==> config.mk <==
export PLATFORM = sky130hd
export DESIGN_NAME = rotor_guard
export DESIGN_NICKNAME = d
export VERILOG_FILES = /design/src/rtl/rotor_guard_pkg.sv /design/src/rtl/rotor_guard_hall_sync.sv /design/src/rtl/rotor_guard_stall_fsm.sv /design/src/rtl/rotor_guard_tach_out.sv /design/src/rtl/rotor_guard.sv
export SDC_FILE = /design/constraint.sdc
export NUM_CORES = 1
export LEC_CHECK = 0
export ABC_CLOCK_PERIOD_IN_PS = 2400
export BUFFER_PORTS_ARGS = -buffer_cell sky130_fd_sc_hd__buf_2
export CAP_MARGIN = 10
export CORE_ASPECT_RATIO = 0.8
export CORE_MARGIN = 2
export CORE_UTILIZATION = 25
export DETAILED_ROUTE_END_ITERATION = 6
export SLEW_MARGIN = 10
export SYNTH_ARGS = -nofsm -noshare
export SYNTH_HDL_FRONTEND = slang
export SYNTH_SLANG_ARGS = --single-unit
==> constraint.sdc <==
create_clock -name clk -period 2.4 [get_ports clk]
set_input_delay 0.48 -clock clk [delete_from_list [all_inputs] [get_ports clk]]
set_output_delay 0.48 -clock clk [all_outputs]
set_load 0.01 [all_outputs]
==> src/rtl/rotor_guard_pkg.sv <==
package rotor_guard_pkg;

    typedef enum logic [1:0] {
        SUP_RUN   = 2'd0,
        SUP_BURST = 2'd1,
        SUP_WAIT  = 2'd2
    } sup_state_e;

    typedef enum logic [1:0] {
        TACH_COMBINED   = 2'd0,
        TACH_LOCK_ONLY  = 2'd1,
        TACH_SPEED_ONLY = 2'd2
    } tach_mode_e;

    typedef struct packed {
        logic level;
        logic edge_seen;
    } hall_sample_t;

    function automatic int unsigned max3(input int unsigned a, input int unsigned b,
                                         input int unsigned c);
        int unsigned m;
        m = (a > b) ? a : b;
        return (m > c) ? m : c;
    endfunction

    function automatic int unsigned ctr_width(input int unsigned span);
        return (span < 2) ? 1 : $clog2(span);
    endfunction

endpackage

==> src/rtl/rotor_guard_hall_sync.sv <==
module rotor_guard_hall_sync
    import rotor_guard_pkg::*;
(
    input  logic         clk,
    input  logic         rst,
    input  logic         hall_raw,
    output hall_sample_t smp
);
    // [0] and [1] form the synchroniser, [2] holds the previous synchronised level
    logic [2:0] shift_q;

    always_ff @(posedge clk) begin
        if (rst) shift_q <= '0;
        else     shift_q <= {shift_q[1:0], hall_raw};
    end

    assign smp.level     = shift_q[1];
    assign smp.edge_seen = shift_q[1] ^ shift_q[2];

endmodule

==> src/rtl/rotor_guard_stall_fsm.sv <==
module rotor_guard_stall_fsm
    import rotor_guard_pkg::*;
#(
    parameter int unsigned DETECT_CYC = 100_000_000,
    parameter int unsigned BURST_CYC  = 33_000_000,
    parameter int unsigned WAIT_CYC   = 396_000_000
) (
    input  logic       clk,
    input  logic       rst,
    input  logic       hall_edge,
    output sup_state_e state
);
    localparam int unsigned CW = ctr_width(max3(DETECT_CYC, BURST_CYC, WAIT_CYC));
    localparam logic [CW-1:0] DET_LAST   = CW'(DETECT_CYC - 1);
    localparam logic [CW-1:0] BURST_LAST = CW'(BURST_CYC - 1);
    localparam logic [CW-1:0] WAIT_LAST  = CW'(WAIT_CYC - 1);

    sup_state_e    st_q;
    logic [CW-1:0] cnt_q;

    always_ff @(posedge clk) begin
        if (rst) begin
            st_q  <= SUP_RUN;
            cnt_q <= '0;
        end else begin
            unique case (st_q)
                SUP_RUN: begin
                    if (hall_edge) begin
                        cnt_q <= '0;
                    end else if (cnt_q == DET_LAST) begin
                        st_q  <= SUP_BURST;
                        cnt_q <= '0;
                    end else begin
                        cnt_q <= cnt_q + 1'b1;
                    end
                end
                SUP_BURST: begin
                    if (hall_edge) begin
                        st_q  <= SUP_RUN;
                        cnt_q <= '0;
                    end else if (cnt_q == BURST_LAST) begin
                        st_q  <= SUP_WAIT;
                        cnt_q <= '0;
                    end else begin
                        cnt_q <= cnt_q + 1'b1;
                    end
                end
                SUP_WAIT: begin
                    if (hall_edge) begin
                        st_q  <= SUP_RUN;
                        cnt_q <= '0;
                    end else if (cnt_q == WAIT_LAST) begin
                        st_q  <= SUP_BURST;
                        cnt_q <= '0;
                    end else begin
                        cnt_q <= cnt_q + 1'b1;
                    end
                end
                default: begin
                    st_q  <= SUP_RUN;
                    cnt_q <= '0;
                end
            endcase
        end
    end

    assign state = st_q;

    // the window counter never runs past its limit while running
    a_r2_window_bound: assert property (@(posedge clk) disable iff (rst)
        (st_q == SUP_RUN) |-> (cnt_q <= DET_LAST));

    // a lock is entered only when the window has fully expired
    a_r1_lock_entry: assert property (@(posedge clk) disable iff (rst)
        (st_q == SUP_BURST && $past(st_q) == SUP_RUN) |-> ($past(cnt_q) == DET_LAST));

    // a burst ends only after its full length
    a_r3_burst_len: assert property (@(posedge clk) disable iff (rst)
        (st_q == SUP_WAIT && $past(st_q) == SUP_BURST) |-> ($past(cnt_q) == BURST_LAST));

    // a wait ends only after its full length
    a_r4_wait_len: assert property (@(posedge clk) disable iff (rst)
        (st_q == SUP_BURST && $past(st_q) == SUP_WAIT) |-> ($past(cnt_q) == WAIT_LAST));

endmodule

==> src/rtl/rotor_guard_tach_out.sv <==
module rotor_guard_tach_out
    import rotor_guard_pkg::*;
#(
    parameter tach_mode_e TACH_MODE = TACH_COMBINED
) (
    input  logic hall_level,
    input  logic locked,
    output logic speed_n,
    output logic pin_level
);
    assign speed_n = ~hall_level;

    generate
        if (TACH_MODE == TACH_LOCK_ONLY) begin : g_lock_only
            assign pin_level = locked;
        end else if (TACH_MODE == TACH_SPEED_ONLY) begin : g_speed_only
            assign pin_level = ~hall_level;
        end else begin : g_combined
            assign pin_level = locked | ~hall_level;
        end
    endgenerate

endmodule

==> src/rtl/rotor_guard.sv <==
module rotor_guard
    import rotor_guard_pkg::*;
#(
    parameter int unsigned DETECT_CYC = 100_000_000,
    parameter int unsigned BURST_CYC  = 33_000_000,
    parameter int unsigned WAIT_CYC   = 396_000_000,
    parameter tach_mode_e  TACH_MODE  = TACH_COMBINED
) (
    input  logic clk,
    input  logic rst,
    input  logic hall_in,
    output logic speed_out,
    output logic tach_pd_n,
    output logic lock_flag,
    output logic drive_permit
);
    hall_sample_t hall_s;
    sup_state_e   sup_st;

    rotor_guard_hall_sync u_sync (
        .clk      (clk),
        .rst      (rst),
        .hall_raw (hall_in),
        .smp      (hall_s)
    );

    rotor_guard_stall_fsm #(
        .DETECT_CYC (DETECT_CYC),
        .BURST_CYC  (BURST_CYC),
        .WAIT_CYC   (WAIT_CYC)
    ) u_fsm (
        .clk       (clk),
        .rst       (rst),
        .hall_edge (hall_s.edge_seen),
        .state     (sup_st)
    );

    rotor_guard_tach_out #(
        .TACH_MODE (TACH_MODE)
    ) u_tach (
        .hall_level (hall_s.level),
        .locked     (lock_flag),
        .speed_n    (speed_out),
        .pin_level  (tach_pd_n)
    );

    assign lock_flag    = (sup_st != SUP_RUN);
    assign drive_permit = ~rst & (sup_st != SUP_WAIT);

    // a Hall change during a lock releases it on the next cycle with drive allowed
    a_r5_release: assert property (@(posedge clk) disable iff (rst)
        (hall_s.edge_seen && lock_flag) |=> (!lock_flag && drive_permit));

    // in the modes that report a lock, the pin floats high while locked
    a_r7_lock_pin: assert property (@(posedge clk) disable iff (rst)
        (lock_flag && TACH_MODE != TACH_SPEED_ONLY) |-> tach_pd_n);

    // unlocked running always allows the drive
    a_r1_run_permit: assert property (@(posedge clk) disable iff (rst)
        (!lock_flag) |-> drive_permit);

endmodule

==> flow_metrics.env, run 1 <==
export IMPL_outcome="finished clean"
export IMPL_async_flop_share_pct=0
export IMPL_finalSetupViolCount=0
export IMPL_synthFlopType="dfxtp_1"
export IMPL_mappedNetlistNets=207
export IMPL_max_slew_margin_pct=68.1
export IMPL_arrival_ps=2480
export IMPL_synth_edff_count=0
export IMPL_startpoint_type="register"
export IMPL_place_hpwl_um=2570
export IMPL_cts_tree="done"
export IMPL_syn_instance_count=203
export IMPL_path_class="reg2reg"
export IMPL_drc=0
export IMPL_met1_usage_pct=15.7
export IMPL_crit_required_ps=2570
export IMPL_synth_area_leaders="dfxtp_1 40%, xnor2_1 9.3%, nor2_1 7.8%"
export IMPL_grt_usage_pct=10.9
export IMPL_drtAntennaViolNets=0
export IMPL_nets=224
export IMPL_path_buf_inv=0
export IMPL_busiest_layer="met1"
export IMPL_layout_drive_gt1_share_pct=14.0
export IMPL_maxCapViolations=0
export IMPL_crit_path_end_kind="register"
export IMPL_h_tree_depth=2
export IMPL_ctsHoldBuffers=0
export IMPL_diodes=0
export IMPL_fin_crit_ps=2300
export IMPL_io_buffers=6
export IMPL_setup_tns_ps=0
export IMPL_drv_slew=0
export IMPL_cts_setup_buffers=0
export IMPL_cpPeakStageDelay_ps=590
export IMPL_clkTransAtPathRegs_ps=70
export IMPL_initial_core_util_pct=26.2
export IMPL_syn_area_um2=1690
export IMPL_synth_top_cell_area_share_pct=40.4
export IMPL_drt_pass1_iter_count=4
export IMPL_core_area_um2=6440
export IMPL_tightestPinTransition_ps=472
export IMPL_fp_dieW_um=95.8
export IMPL_grt_pass1_wl_um=6320
export IMPL_finalClockSkew_ps=8.66
export IMPL_ys_types=34
export IMPL_root_buffer="clkbuf_8"
export IMPL_fin_crit_sh_pct=96.0
export IMPL_path_delay_family="simple AND/OR/NAND/NOR gates"
export IMPL_clock_sinks=34
export IMPL_die_h_um=77.5
export IMPL_vdd_drop_max_mv=0.253
export IMPL_totalWireLength_um=3650
export IMPL_max_freq_ghz=0.434
export IMPL_power_mw=1.07
export IMPL_vias=1414
export IMPL_hold_viol_final=0
export IMPL_fp_dieArea_um2=7420
export IMPL_insertion_delay_ps=290
export IMPL_nFillCells=686
export IMPL_met2_usage_pct=15.1
export IMPL_drt_iter0_drc=97
export IMPL_yosysTopAreaCell="dfxtp_1"
export IMPL_crit_fanout=5
export IMPL_rsz0062_at_grt="no"
export IMPL_leakagePower_nw=0.641
export IMPL_rrSetupSlack_ps=100
export IMPL_io_pins=7
export IMPL_cp_cell_sequence="or4b_1 > or4_4 > or4b_4 > o211ai_4 > nor2_1"
export IMPL_place_congestion=0.817
export IMPL_grt_start_max_net_pins=16
export IMPL_grt_ovfl_total=0
export IMPL_ctsResizeCount=0
export IMPL_seq_area_frac_synth_pct=40.4
export IMPL_ys_warnings_count=0
export IMPL_rows=26
export IMPL_avgSynthCellArea_um2=8.31
export IMPL_synth_seq_cells=34
export IMPL_met3_usage_pct=3.01
export IMPL_grt_pass1_vias=1337
export IMPL_routedWlPerCell_um=12.0
export IMPL_synthToLayoutAreaGrowth_pct=17.7
export IMPL_cts_buffers=5
export IMPL_antenna_found_initial=0
export IMPL_hold_class="in2reg"
export IMPL_cts_max_path_buffers=2
export IMPL_via_per_inst=4.64
export IMPL_p_per_area_nw_per_um2=538
export IMPL_crit_slowest_cell="or4b_4"
==> routing by layer <==
| layer | share of wire (%) | up-vias | routed length (um) |
|---|---|---|---|
| li1 | - | 751 | - |
| met4 | 1.7 | 0 | 62 |
| met3 | 4.1 | 7 | 149 |
| met5 | 0 | - | 0 |
| met2 | 43 | 23 | 1560 |
| met1 | 52 | 633 | 1880 |
==> Yosys cell counts, types with 3 or more instances <==
cell type / count
a21oi_1: 3
and4_1: 3
clkbuf_1: 6
dfxtp_1: 34
inv_1: 6
nand2_1: 16
nand3_1: 15
nand4_1: 9
nor2_1: 35
nor3_1: 8
nor4_1: 8
or3_1: 5
or4_1: 4
xnor2_1: 18
xor2_1: 9
==> flip-flops by register name, summed over array words and instances (netlist names) <==
| name | cells |
|---|---|
| u_fsm.state | 2 |
| u_fsm.cnt_q | 29 |
| u_sync.shift_q | 3 |
==> kinds of logic (layout without fill, tap and decap cells) <==
logic type / after synthesis / after routing / synth area share (%)
DFF: 34 / 34 / 40.4
xor gates and xnor gates: 27 / 27 / 14.0
AOI/OAI and AO/OA: 10 / 11 / 4.90
adders and majority gates: 1 / 1 / 0.742
buffers and inverters: 13 / 30 / 2.97
and+or+nand+nor: 118 / 118 / 37.0
==> cell usage in the layout (no fill, tap or decap), types with 2 or more instances in the layout <==
cell	count
nor4_1	8
nor3_1	8
or4_1	4
a21oi_1	3
xor2_1	9
a31oi_1	2
or3_1	5
and3_1	2
nand3b_1	2
buf_4	9
buf_2	6
nand3_1	15
nor2_1	35
dfxtp_1	34
and4_1	3
inv_1	6
nor2b_1	2
clkbuf_8	6
xnor2_1	18
nand4_1	9
or2_2	2
nand2_1	16
==> worst reg2reg max path, cell delays in order, from the launching register on <==
cell and delay [ps]:
dfxtp_1 340, or4b_1 500, or4_4 540, or4b_4 590, o211ai_4 130, nor2_1 80
==> per-stage QoR <==
step                instances  hold WS (ps)  utilization, %  setup WS, ps  cell area (um2)
finish                    305           391            30.8          96.6             1990
global placement          296           416            29.2           101             1880
global route              305           410            30.8          29.7             1990
detailed placement        296           429            29.2          64.4             1880
floorplan                 203           414               -           177             1690
CTS                       304           390            30.6          44.1             1970
==> power breakdown <==
part	leakage [nW]	internal, mW	switching, mW
Combinational	0.318	0.0178	0.0255
Clock	0.0482	0.232	0.217
Sequential	0.275	0.570	0.00571
Total	0.641	0.819	0.248
==> worst paths after layout <==
kind,startpoint,endpoint,depth (start not counted)
setup / recovery,u_fsm.cnt_q[12],u_fsm.cnt_q[14],5
hold / removal,hall_in,u_sync.shift_q[0],2
setup reg to reg,u_fsm.cnt_q[12],u_fsm.cnt_q[14],5
hold reg to reg,u_sync.shift_q[0],u_sync.shift_q[1],1
==> cell type report <==
type	count	area (um2)	share of cell area, %
multi-input cells	157	968	48.8
flip-flops and latches	34	681	34.3
repair buffers	16	118	5.92
well taps	84	105	5.29
clock buffers	7	86.3	4.35
inverters	6	22.5	1.13
clock inverters	1	5.00	0.252
Note: power is estimated with default switching activity, not from simulation.
==> run 2, diff against run 1 <==
- ABC_CLOCK_PERIOD_IN_PS: 2400 -> 2700
- CORE_MARGIN: 2 -> 5
- GPL_TIMING_DRIVEN: unset -> 0
- clock period: 2.4 -> 2.7 ns (I/O delays scaled with it)
==> run 2 against run 1 <==
Clock power fell by 17%. Fmax fell by 7.0%. Non-clock buffer count fell by 3. Power fell by 14%. Sequential power fell by 11%. Sequential cell count did not move. Critical path depth rose by 1. Utilization fell by 1.4 points. Largest power group unchanged.
==> flow_metrics.env, run 2 (synthesis gave the netlist of run 1 again) <==
export IMPL_final_common_cell="nor2_1"
export IMPL_grt_start_max_net_pins=11
export IMPL_cpPeakStageDelay_ps=680
export IMPL_insertion_delay_ps=280
export IMPL_regMostFlops="u_fsm.cnt_q"
export IMPL_rrSetupSlack_ps=220
export IMPL_h_tree_depth=2
export IMPL_cp_depth=6
export IMPL_layout_drive_gt1_share_pct=9.30
export IMPL_crit_required_ps=2870
export IMPL_grt_pass1_wl_um=6310
export IMPL_initial_core_util_pct=26.1
export IMPL_drt_pass1_iter_count=4
export IMPL_clock_sinks=34
export IMPL_crit_path_end_kind="register"
export IMPL_max_slew_margin_pct=53.7
export IMPL_timing_rr_start="u_fsm.cnt_q[21]"
export IMPL_setup_tns_ps=0
export IMPL_drv_slew=0
export IMPL_ctsHoldBuffers=0
export IMPL_leakagePower_nw=0.565
export IMPL_drtAntennaViolNets=0
export IMPL_tightestPinTransition_ps=688
export IMPL_diodes=0
export IMPL_hold_path_depth=1
export IMPL_vias=1461
export IMPL_antenna_found_initial=0
export IMPL_finalClockSkew_ps=3.15
export IMPL_place_hpwl_um=2770
export IMPL_fin_crit_sh_pct=91.7
export IMPL_die_h_um=83.5
export IMPL_rsz0062_at_grt="no"
export IMPL_worst_slack_ps=223
export IMPL_rr_worst_depth=6
export IMPL_path_delay_family="simple AND/OR/NAND/NOR gates"
export IMPL_holdPathEnd="u_sync.shift_q[1]"
export IMPL_maxCapViolations=0
export IMPL_place_area_um2=1820
export IMPL_synthToLayoutAreaGrowth_pct=12.9
export IMPL_nets=220
export IMPL_hold_viol_final=0
export IMPL_drt_iter0_drc=64
export IMPL_crit_start="u_fsm.cnt_q[21]"
export IMPL_core_area_um2=6470
export IMPL_via_per_inst=4.89
export IMPL_fp_dieArea_um2=8500
export IMPL_post_place_ws_ps=211
export IMPL_max_freq_ghz=0.404
export IMPL_fp_dieW_um=102
export IMPL_crit_slowest_cell="or4b_2"
export IMPL_root_buffer="clkbuf_8"
export IMPL_hold_class="reg2reg"
export IMPL_rows=26
export IMPL_hold_path_startpoint="u_sync.shift_q[0]"
export IMPL_crit_fanout=10
export IMPL_p_per_area_nw_per_um2=480
export IMPL_layout_common_cells="35 x nor2_1, 34 x dfxtp_1, 18 x xnor2_1"
export IMPL_drc=0
export IMPL_outcome="finished clean"
export IMPL_cts_max_path_buffers=2
export IMPL_path_class="reg2reg"
export IMPL_startpoint_type="register"
export IMPL_design_area_um2=1900
export IMPL_clkTransAtPathRegs_ps=70
export IMPL_grt_ovfl_total=0
export IMPL_largest_reg_flops=29
export IMPL_path_buf_inv=1
export IMPL_place_congestion=0.781
export IMPL_finalSetupViolCount=0
export IMPL_routedWlPerCell_um=12.1
export IMPL_io_pins=7
export IMPL_timing_hold_ws_ps=435
export IMPL_reg2reg_to="u_fsm.cnt_q[24]"
export IMPL_fin_crit_ps=2480
export IMPL_io_buffers=6
export IMPL_cp_cell_sequence="or4b_2 > nor4_1 > a31oi_1 > o21ai_2 > buf_2 > nor2_1"
export IMPL_cts_setup_buffers=0
export IMPL_grt_pass1_vias=1366
export IMPL_cts_tree="done"
export IMPL_vdd_drop_max_mv=0.256
export IMPL_cts_buffers=5
export IMPL_ctsResizeCount=0
export IMPL_arrival_ps=2650
export IMPL_grt_usage_pct=9.21
export IMPL_totalWireLength_um=3620
export IMPL_nFillCells=691
## run 2: final cells by class
class                           instances  area (um2)  area share [%]
Clock buffer                            6        82.6            4.34
Buffer                                  7        27.5            1.45
Tap cell                               84         105            5.52
Inverter                                6        22.5            1.18
Multi-Input combinational cell        156         956            50.2
Timing Repair Buffer                    6        30.0            1.58
Sequential cell                        34         681            35.7
## run 2: worst reg2reg max path, delay by kind of cell, from the launching register on
| kind | cells | cell delay [ps] |
|---|---|---|
| simple gates | 3 | 1330 |
| buf+inv | 1 | 290 |
| compound gates | 2 | 380 |
| flops | 1 | 370 |
## run 2: how the worst max path moves through the flow
stage / to
final: u_fsm.cnt_q[24]
after CTS: u_fsm.cnt_q[24]
after detailed placement: u_fsm.cnt_q[24]
after global routing: u_fsm.cnt_q[24]
after global placement: u_fsm.cnt_q[24]
after floorplan: u_fsm.cnt_q[12]
## run 2: layer usage
layer	vias to the layer above	track usage, %	share of wire, %
li1	742	-	-
met1	693	13.0	54
met2	19	12.8	41
met3	7	2.51	3.8
met4	0	4.29	1.7
met5	-	0	0
## run 2: stage by stage
stage          total power, mW  instances  util, %
6_report                 0.914        299     29.4
5_1_grt                  0.959        299     29.4
4_1_cts                  0.926        299     29.4
3_5_place_dp             0.556        293     28.1
3_3_place_gp             0.556        293     28.1
2_1_floorplan            0.544        203        -
## run 2: where the power goes
part,internal [mW],total (mW),leakage (nW),switching (mW)
Clock,0.196,0.370,0.0431,0.173
Combinational,0.0113,0.0321,0.247,0.0208
Sequential,0.507,0.512,0.275,0.00506
Total,0.715,0.914,0.565,0.199
